[config.mk]
export PLATFORM = sky130hd
export DESIGN_NAME = canAcceptFilter
export DESIGN_NICKNAME = d
export VERILOG_FILES = /design/src/rtl/canAfPkg.sv /design/src/rtl/canAfDatapath.sv /design/src/rtl/canAfCtrl.sv /design/src/rtl/canAcceptFilter.sv
export SDC_FILE = /design/constraint.sdc
export NUM_CORES = 1
export LEC_CHECK = 0
export BUFFER_PORTS_ARGS = -buffer_cell sky130_fd_sc_hd__buf_4
export CAP_MARGIN = 10
export CORE_MARGIN = 2
export CORE_UTILIZATION = 45
export CTS_CLUSTER_DIAMETER = 50
export DETAILED_ROUTE_END_ITERATION = 10
export HOLD_SLACK_MARGIN = 0.02
export SYNTH_ARGS = -nofsm -noshare
export SYNTH_HDL_FRONTEND = slang
export SYNTH_SLANG_ARGS = --single-unit
[constraint.sdc]
create_clock -name clk -period 2.6 [get_ports clk]
set_input_delay 0.13 -clock clk [delete_from_list [all_inputs] [get_ports clk]]
set_output_delay 0.13 -clock clk [all_outputs]
set_load 0.05 [all_outputs]
[src/rtl/canAfPkg.sv]
package canAfPkg;
  typedef enum logic [1:0] {
    TGT_OBJ      = 2'd0,
    TGT_STDMASK  = 2'd1,
    TGT_EXTMASK  = 2'd2,
    TGT_LASTMASK = 2'd3
  } cfgTarget_e;

  typedef struct packed {
    logic objWr;
    logic stdMaskWr;
    logic extMaskWr;
    logic lastMaskWr;
  } afStrobes_t;
endpackage

[src/rtl/canAfDatapath.sv]
module canAfDatapath
  import canAfPkg::*;
#(
  parameter int NUM_OBJ = 15,
  parameter int ID_W    = 29,
  parameter int STD_W   = 11,
  parameter int OBJ_W   = 4
) (
  input  logic               clk,
  input  logic               rstN,
  input  afStrobes_t         strb,
  input  logic [OBJ_W-1:0]   cfgObj,
  input  logic [ID_W-1:0]    cfgId,
  input  logic               cfgValid,
  input  logic               cfgRx,
  input  logic               cfgExt,
  input  logic               frmValid,
  input  logic [ID_W-1:0]    frmId,
  input  logic               frmExt,
  output logic [NUM_OBJ-1:0] matchVec
);
  localparam int LAST = NUM_OBJ - 1;

  logic [ID_W-1:0]    objId [NUM_OBJ];
  logic [NUM_OBJ-1:0] objEn;
  logic [NUM_OBJ-1:0] objRx;
  logic [NUM_OBJ-1:0] objExt;
  logic [STD_W-1:0]   stdMask;
  logic [ID_W-1:0]    extMask;
  logic [ID_W-1:0]    lastMask;

  always_ff @(posedge clk) begin
    if (!rstN) begin
      stdMask  <= '1;
      extMask  <= '1;
      lastMask <= '1;
      objEn    <= '0;
      objExt   <= '0;
      for (int i = 0; i < NUM_OBJ; i++) begin
        objId[i] <= '0;
        objRx[i] <= (i == LAST);
      end
    end else begin
      if (strb.stdMaskWr)  stdMask  <= cfgId[STD_W-1:0];
      if (strb.extMaskWr)  extMask  <= cfgId;
      if (strb.lastMaskWr) lastMask <= cfgId;
      for (int i = 0; i < NUM_OBJ; i++) begin
        if (strb.objWr && (int'(cfgObj) == i + 1)) begin
          objId[i]  <= cfgId;
          objEn[i]  <= cfgValid;
          objExt[i] <= cfgExt;
          objRx[i]  <= (i == LAST) ? 1'b1 : cfgRx;
        end
      end
    end
  end

  logic [ID_W-1:0] globalMask;
  assign globalMask = frmExt ? extMask : {{(ID_W-STD_W){1'b0}}, stdMask};

  for (genvar g = 0; g < NUM_OBJ; g++) begin : gCmp
    logic [ID_W-1:0] effMask;
    if (g == LAST) begin : gLast
      assign effMask = globalMask & lastMask;
    end else begin : gReg
      assign effMask = globalMask;
    end
    assign matchVec[g] = objEn[g] && objRx[g] && (objExt[g] == frmExt) &&
                         (((frmId ^ objId[g]) & effMask) == '0);
  end

  AST_FORMAT_GATE: assert property (@(posedge clk) disable iff (!rstN)
    frmValid |-> ((matchVec & (frmExt ? ~objExt : objExt)) == '0));

  AST_LAST_RECEIVES: assert property (@(posedge clk) disable iff (!rstN)
    $past(strb.objWr && (int'(cfgObj) == NUM_OBJ)) |-> objRx[LAST]);
endmodule

[src/rtl/canAfCtrl.sv]
module canAfCtrl
  import canAfPkg::*;
#(
  parameter int NUM_OBJ = 15,
  parameter int OBJ_W   = 4
) (
  input  logic               clk,
  input  logic               rstN,
  input  logic               cfgWrEn,
  input  logic [1:0]         cfgTarget,
  input  logic [OBJ_W-1:0]   cfgObj,
  output afStrobes_t         strb,
  input  logic               frmValid,
  input  logic               frmRemote,
  input  logic [NUM_OBJ-1:0] matchVec,
  output logic               hitValid,
  output logic [OBJ_W-1:0]   hitIdx,
  output logic               hitRemote
);
  cfgTarget_e tgt;
  logic       objInRange;

  assign tgt        = cfgTarget_e'(cfgTarget);
  assign objInRange = (cfgObj != '0) && (int'(cfgObj) <= NUM_OBJ);

  always_comb begin
    strb            = '0;
    strb.objWr      = cfgWrEn && (tgt == TGT_OBJ) && objInRange;
    strb.stdMaskWr  = cfgWrEn && (tgt == TGT_STDMASK);
    strb.extMaskWr  = cfgWrEn && (tgt == TGT_EXTMASK);
    strb.lastMaskWr = cfgWrEn && (tgt == TGT_LASTMASK);
  end

  logic             found;
  logic [OBJ_W-1:0] selIdx;

  always_comb begin
    found  = 1'b0;
    selIdx = '0;
    for (int i = 0; i < NUM_OBJ - 1; i++) begin
      if (!found && matchVec[i]) begin
        found  = 1'b1;
        selIdx = OBJ_W'(i + 1);
      end
    end
    if (!found && matchVec[NUM_OBJ-1]) begin
      found  = 1'b1;
      selIdx = OBJ_W'(NUM_OBJ);
    end
  end

  always_ff @(posedge clk) begin
    if (!rstN) begin
      hitValid  <= 1'b0;
      hitIdx    <= '0;
      hitRemote <= 1'b0;
    end else begin
      hitValid  <= frmValid && found;
      hitIdx    <= (frmValid && found) ? selIdx : '0;
      hitRemote <= frmValid && found && frmRemote;
    end
  end

  AST_HIT_AFTER_STROBE: assert property (@(posedge clk) disable iff (!rstN)
    hitValid |-> $past(frmValid));

  AST_IDX_RANGE: assert property (@(posedge clk) disable iff (!rstN)
    hitValid |-> (hitIdx != '0) && (int'(hitIdx) <= NUM_OBJ));

  AST_IDLE_ZERO: assert property (@(posedge clk) disable iff (!rstN)
    !hitValid |-> (hitIdx == '0) && !hitRemote);

  AST_LAST_FALLBACK: assert property (@(posedge clk) disable iff (!rstN)
    (hitValid && int'(hitIdx) == NUM_OBJ) |-> $past(matchVec[NUM_OBJ-2:0] == '0));
endmodule

[src/rtl/canAcceptFilter.sv]
module canAcceptFilter
  import canAfPkg::*;
#(
  parameter int NUM_OBJ = 15,
  parameter int ID_W    = 29,
  parameter int STD_W   = 11,
  parameter int OBJ_W   = 4
) (
  input  logic             clk,
  input  logic             rstN,
  input  logic             cfgWrEn,
  input  logic [1:0]       cfgTarget,
  input  logic [OBJ_W-1:0] cfgObj,
  input  logic [ID_W-1:0]  cfgId,
  input  logic             cfgValid,
  input  logic             cfgRx,
  input  logic             cfgExt,
  input  logic             frmValid,
  input  logic [ID_W-1:0]  frmId,
  input  logic             frmExt,
  input  logic             frmRemote,
  output logic             hitValid,
  output logic [OBJ_W-1:0] hitIdx,
  output logic             hitRemote
);
  afStrobes_t         strb;
  logic [NUM_OBJ-1:0] matchVec;

  canAfCtrl #(.NUM_OBJ(NUM_OBJ), .OBJ_W(OBJ_W)) ctrl_i (
    .clk(clk), .rstN(rstN), .cfgWrEn(cfgWrEn), .cfgTarget(cfgTarget),
    .cfgObj(cfgObj), .strb(strb), .frmValid(frmValid), .frmRemote(frmRemote),
    .matchVec(matchVec), .hitValid(hitValid), .hitIdx(hitIdx),
    .hitRemote(hitRemote)
  );

  canAfDatapath #(.NUM_OBJ(NUM_OBJ), .ID_W(ID_W), .STD_W(STD_W),
                  .OBJ_W(OBJ_W)) dp_i (
    .clk(clk), .rstN(rstN), .strb(strb), .cfgObj(cfgObj), .cfgId(cfgId),
    .cfgValid(cfgValid), .cfgRx(cfgRx), .cfgExt(cfgExt),
    .frmValid(frmValid), .frmId(frmId), .frmExt(frmExt), .matchVec(matchVec)
  );
endmodule

==> impl_results.md, run 1 <==
- Outcome: finished clean
- Starting Density: ~46%
- Synth Flop Type: edfxtp_1
- Crit-path slowest cell: or4bb_1
- MaxCap Viol Count: 0
- Skew-Pair Late Insertion Delay: 0.61 ns
- Syn-to-layout area delta: 21.9%
- Startpoint Class: flop
- CTS sink count: roughly 550
- Fin nets: ~2600
- Leakage: around 0.011 uW
- Initial antenna violation count: 5
- Gpl congestion: between 0.9 and 1
- Largest net degree at the start of global routing: between 50 and 60
- Pre-CTS setup slack: -0.306 ns
- Distinct cells, synth: 50
- Core footprint: 56600 um^2
- Commonest non-fill, non-tap cells in the layout: edfxtp_1, xnor2_1, nor2_1
- Final cell count without fillers: 3328
- Number of synthesized flops with an enable pin: between 400 and 500
- Crit-path cells: mux2i_4, buf_12, o2111ai_1, nor3_1, buf_4, nand4_1, nand2_1, buf_4, or4bb_1, a31oi_1
- Synthesized area per cell: approximately 11 um^2
- Via/cell ratio: approximately 6
- Worst vdd ir: around 0.53 mV
- Root Driver: clkbuf_16
- GRT Total Usage: 34.1%
- CTS H-tree depth: 3
- Arr. time, crit path: between 3 and 4 ns
- Most used cell, CP: buf_4
- Async S/R FF share, synth: 0%
- Net count after synthesis: approximately 2400
- Fillers: around 4900
- Hold Violations, Final: 0
- Top post-synthesis cells by area: edfxtp_1, xnor2_1, dfxtp_1, o22ai_1, nor2_1
- Final Max Tran Viols: 0
- Hold WC Path Type: input pin to flop
- Placed cells: approximately 3200
- IO Count: 79
- Slowest stage delay, CP: 0.51 ns
- Total global routing overflow: 0
- Post-CTS Repair Setup Buffers: 0
- CTS Buffer Depth: 3
- Via Count: approximately 20000
- CP max FO: 4
- Worst Setup End Kind: flop
- Die height: 244 um
- Final hold slack: around 0.081 ns
- Iteration-0 DRC Markers: 2628
- Relative slew slack: between 30% and 40%
- Post-route minimum period: ~2.6 ns
- Num rows: 87
- Worst Max-Slew Pin Slew: 0.957 ns
- Slack of the critical path: between 0.01 and 0.015 ns
- Share of cells above drive strength 1: 17.0%
- Vias in the first global route: slightly below 20000
- CTS buffer count: between 60 and 70
- DR DRC count: 0
- Worst Reg2Reg Path Length in Cells: 10
- RSZ-0062 raised after global routing: false
- Post-synth top area share: between 50% and 60%
- CTS clk-pin slew, worst paths: roughly 0.06 ns
- Crit Path Class: flop to flop
- Commonest non-fill, non-tap cell in the layout: edfxtp_1
- Post-synth top area cell: edfxtp_1
- Fmax: 386 MHz
- YS warnings: 0
- PD cells: 722 nW/um^2
- Post-DP HPWL: roughly 69 mm
- Synth Instances: ~2300
- Critical path required time: 3.14 ns
- PortBufs: a little under 80
- Worst Skew: ~0.026 ns
- Routed Antenna Nets: 0
- Final worst path period share: approximately 100%
- Synth Register Bits: ~550
- Final core occ: ~56%
- Avg WL per Cell: ~30 um
- Drt first pass iters: 6
- First-pass GRT wire length: around 140 mm
- Seq/Total Area, Yosys: around 60%
- Die Footprint: between 50000 and 60000 um^2
- Worst Hold Depth: 4
- CTS tree: yes
- Final WL: ~100 mm
- Final Total Pwr: ~23000 uW
- Post-Synthesis Cell Area: around 26000 um^2
- Die Wd: 244 um
- # setup viols final: 0
[logic make-up after synthesis]
group                     count (synthesis)  share of synthesized area (%)
xor gates and xnor gates                449                           15.2
DFF                                     554                           59.8
buffers and inverters                   225                           3.74
muxes                                    46                           1.99
AOI/OAI and AO/OA                       244                           6.16
and+or+nand+nor                         773                           13.1
[path summary, 6_finish.rpt]
| kind | startpoint | to | slack [ns] |
|---|---|---|---|
| max reg2reg | dp_i.extMask[0]$_SDFFE_PN1P_ | ctrl_i.hitIdx[0]$_SDFF_PN0_ | 0.01 |
| min | cfgTarget[1] | dp_i.stdMask[1]$_SDFFE_PN1P_ | 0.08 |
| min reg2reg | dp_i.objEn[12]$_SDFFE_PN0P_ | dp_i.objEn[12]$_SDFFE_PN0P_ | 0.47 |
| max | dp_i.extMask[0]$_SDFFE_PN1P_ | ctrl_i.hitIdx[0]$_SDFF_PN0_ | 0.01 |
[report_power, final]
group,internal (uW),switching (uW),total (uW)
combinational,1270,1920,3180
sequential,10100,241,10300
clock,5350,3870,9220
[critical path, delay by kind of cell (launching register included)]
family,cells,cell delay [ns]
flip-flops,1,0.37
AO/OA/AOI/OAI,2,0.61
multiplexers,1,0.14
AND/OR/NAND/NOR,4,0.86
buffers and inverters,3,0.52
[area by class of cell]
class,instances,area [um^2],share of cell area (%)
timing repair buffer,350,3310,10.5
sequential,554,15400,49.1
clock inverter,33,335,1.07
antenna,3,7.51,0.0239
clock buffer,88,1810,5.74
multi-input combinational,1512,9500,30.2
tap,756,946,3.01
inverter,32,120,0.382
[sequential cells by signal, indices dropped and copies added (netlist names)]
signal,count
dp_i.objId,435
dp_i.extMask,29
dp_i.lastMask,29
dp_i.objEn,15
dp_i.objExt,15
dp_i.objRx,14
dp_i.stdMask,11
ctrl_i.hitIdx,4
ctrl_i.hitRemote,1
ctrl_i.hitValid,1
[cells in the mapped netlist (3+ instances only)]
cell and n:
a2111oi_0 3, a21boi_0 10, a21oi_1 6, and2_1 3, and4_1 3, buf_2 72, buf_6 3, clkbuf_1 114
dfxtp_1 119, edfxtp_1 435, inv_1 31, mux2i_1 39, mux2i_2 4, mux2i_4 3, nand2_1 240, nand3_1 89
nand4_1 24, nor2_1 306, nor2b_1 38, nor3_1 12, nor3b_1 3, nor4_1 42, o2111ai_1 13, o22ai_1 197
xnor2_1 423, xor2_1 26
[metrics by stage]
stage | setup TNS, ns | cell area [um^2]
after global placement | -5.71 | 28800
after global routing | 0 | 31500
after floorplan | 0 | 25800
after detailed placement | -1.53 | 28800
final | 0 | 31500
after CTS | 0 | 31400
[layer usage]
metal  vias up  part of all wire (%)  routed length [um]  track usage, %
met4         0                   6.8                6920            19.6
met2      1308                    45               45900            53.8
met1      9973                    37               37800            44.0
met5         -                     0                   0               0
li1       8423                     -                   -               -
met3       299                    11               10800            6.63
[repair_timing]
item                                    in CTS  in global routing
resized for setup                            4                 10
pin swaps                                    0                  1
hold endpoints to repair                   119                  0
endpoints found under the setup margin       4                  5
hold buffers                                41                  0
(Power assumes the default switching activity.)
==> inputs of run 2 (changes only) <==
--- a/config.mk
+++ b/config.mk
@@ -12,6 +12,8 @@
 export CTS_CLUSTER_DIAMETER = 50
 export DETAILED_ROUTE_END_ITERATION = 10
 export HOLD_SLACK_MARGIN = 0.02
+export PLACE_DENSITY_LB_ADDON = 0.08
+export RECOVER_POWER = 50
 export SYNTH_ARGS = -nofsm -noshare
 export SYNTH_HDL_FRONTEND = slang
 export SYNTH_SLANG_ARGS = --single-unit
==> run 2 against run 1 <==
Compared with the run above: non-clock buffer count is 81 higher; sequential share of layout area is 1.3 points lower; clock power is 11% higher; worst setup slack hardly changed; sequential power hardly changed; cell count is 2.7% higher; combinational power is 12% higher; first-iteration DRC count is 9.1% higher; power is 6.0% higher; design area is 2.8% higher; clock skew is 0.0013 ns lower.
==> impl_results.md, run 2 (synthesized netlist as in run 1, its figures left out) <==
- Outcome: finished clean
- PD cells: 745 nW/um^2
- Drt first pass iters: 5
- Starting Density: a little under half
- Worst Hold Depth: 4
- Worst Setup End Kind: flop
- Number of flip-flops in the largest register: around 440
- Via Count: 20700
- CTS buffer count: 73
- Iteration-0 DRC Markers: 2868
- Startpoint Class: input pin
- Vias in the first global route: 19800
- P_int: approximately 18000 uW
- Leakage: 0.0119 uW
- Final Max Tran Viols: 0
- Die Footprint: between 50000 and 60000 um^2
- Min-delay src: cfgTarget[1]
- Arr. time, crit path: between 2 and 3 ns
- Hold EP: dp_i.stdMask[7]$_SDFFE_PN1P_
- Core footprint: 56600 um^2
- Hold Violations, Final: 0
- First-pass GRT wire length: between 150 and 200 mm
- Crit-path cells: dlygate4sd3_1, clkbuf_2, clkbuf_1, nand2_1, clkbuf_1, inv_1
- Ant diodes: 0
- Crit path max-delay family: buffers and inverters
- Switching Power: ~6500 uW
- Net Sw Frac: a little over a quarter
- Die Wd: roughly 240 um
- CTS clk-pin slew, worst paths: roughly 0.060 ns
- Hold WC Path Type: input pin to flop
- Total global routing overflow: 0
- Crit path buffers/inverters: 5
- Crit-path slowest cell: clkbuf_1
- Gpl congestion: a little under 1
- Power share of the combinational group: around 15%
- Commonest non-fill, non-tap cells in the layout: edfxtp_1, xnor2_1, buf_4
- Syn-to-layout area delta: 25.2%
- Fmax: 386 MHz
- Via/cell ratio: approximately 6.0
- Worst vdd ir: approximately 0.55 mV
- Biggest regs: dp_i.objId (435), dp_i.extMask (29), dp_i.lastMask (29)
- IO Count: 79
- Final hold slack: ~0.093 ns
- GRT Total Usage: 37.4%
- MaxCap Viol Count: 0
- Top reg by flops: dp_i.objId
- Final worst path period share: between 90% and 100%
- CTS H-tree depth: 3
- Die height: approximately 240 um
- Worst Skew: ~0.024 ns
- Final core occ: ~57%
- Post-CTS Repair Setup Buffers: 0
- PortBufs: roughly 80
- Largest net degree at the start of global routing: 47
- Routed Antenna Nets: 0
- Crit Path Class: input pin to flop
- CP max FO: 46
- Fin nets: 2677
- Num rows: 87
- Root Driver: clkbuf_16
- Slowest stage delay, CP: 0.67 ns
- Relative slew slack: between 10% and 20%
- Post-route minimum period: around 2.6 ns
- Initial antenna violation count: 1
- Post-DP HPWL: a little under 80 mm
- Critical path required time: about 2.9 ns
- Final WL: approximately 110 mm
- R2R Path End: ctrl_i.hitRemote$_SDFF_PN0_
- Flop pwr share: between 40% and 50%
- Clock Power Share: 42.4%
- CTS sink count: roughly 550
- R2R setup slack: 0.02 ns
- CTS tree: yes
- Commonest non-fill, non-tap cell in the layout: edfxtp_1
- FF-to-FF Start: dp_i.extMask[25]$_SDFFE_PN1P_
- Worst Reg2Reg Path Length in Cells: 12
- Avg WL per Cell: around 32 um
- Worst Max-Slew Pin Slew: approximately 1.3 ns
- Share of cells above drive strength 1: 19.9%
- # setup viols final: 0
- CTS Buffer Depth: 3
- Skew-Pair Late Insertion Delay: a little over 0.6 ns
- Final Total Pwr: 24100 uW
- DR DRC count: 0
- Most used cell, CP: clkbuf_1
-- run 2: changes by cell type in the layout (fill, tap and decap cells not counted), moves of 5 or more --
cell,before,now
buf_4,260,307
clkbuf_1,17,33
clkbuf_16,68,77
clkbuf_2,0,14
clkinv_2,7,12
nor4_1,38,32
-- run 2: cell type report --
class / instances / area [um^2]
clock buffers: 94 / 2030
clock inverters: 40 / 409
fillers: 4890 / 24300
inverters: 32 / 120
multi-input cells: 1512 / 9600
flip-flops and latches: 554 / 15400
well taps: 756 / 946
repair buffers: 431 / 3780
-- run 2: metrics by stage --
stage / setup TNS [ns] / worst slack [ns] / area (um^2) / cells
after floorplan: 0 / 0.315 / 25800 / 2291
after global placement: -1.58 / -0.315 / 29500 / 3243
after detailed placement: -1.64 / -0.339 / 29500 / 3243
after global routing: -0.0347 / -0.0314 / 32300 / 3419
after CTS: 0 / 0.0236 / 32400 / 3419
final: 0 / 0.0115 / 32300 / 3419
-- run 2: power groups by stage --
stage / Combinational (uW) / Sequential [uW] / Clock (uW)
after CTS: 3440 / 10300 / 10300
after global routing: 3620 / 10400 / 10600
after floorplan: 1620 / 10400 / 0
final: 3550 / 10300 / 10200
after global placement: 3400 / 10500 / 0
after detailed placement: 3370 / 10500 / 0
-- run 2: how the worst max path moves through the flow --
stage	startpoint	to	slack [ns]	depth (start not counted)
6_report	rstN	dp_i.objId[0][348]$_DFFE_PP_	0.01	6
5_1_grt	dp_i.extMask[7]$_SDFFE_PN1P_	ctrl_i.hitIdx[0]$_SDFF_PN0_	-0.03	11
4_1_cts	dp_i.extMask[9]$_SDFFE_PN1P_	ctrl_i.hitIdx[0]$_SDFF_PN0_	0.02	10
3_5_place_dp	frmExt	ctrl_i.hitIdx[2]$_SDFF_PN0_	-0.34	14
3_3_place_gp	frmExt	ctrl_i.hitRemote$_SDFF_PN0_	-0.32	12
2_1_floorplan	cfgTarget[1]	dp_i.objId[0][58]$_SDFFCE_PN0P_	0.32	5
-- run 2: worst register-to-register path: cells and delay by family, from the launching register on --
family	cells	cell delay, ns
compound gates	3	0.72
buf+inv	5	0.70
simple gates	4	0.63
flops	1	0.42
-- run 2: repair_timing --
action                                  in CTS  in global routing
pin swaps                                    0                  3
hold buffers                                42                  0
endpoints found under the setup margin       4                  5
endpoints found under the hold margin      104                  0
gates resized for setup                      3                 25
-- run 2: per-layer routing --
layer  global-route usage [%]  part of all wire (%)  vias to the layer above  routed length (um)
li1                         -                     -                     8615                   -
met1                     54.2                    42                    10500               46100
met2                     56.6                    44                     1355               48300
met3                     7.41                    11                      253               12200
met4                     11.8                   3.9                        0                4370
met5                        0                     0                        -                   0
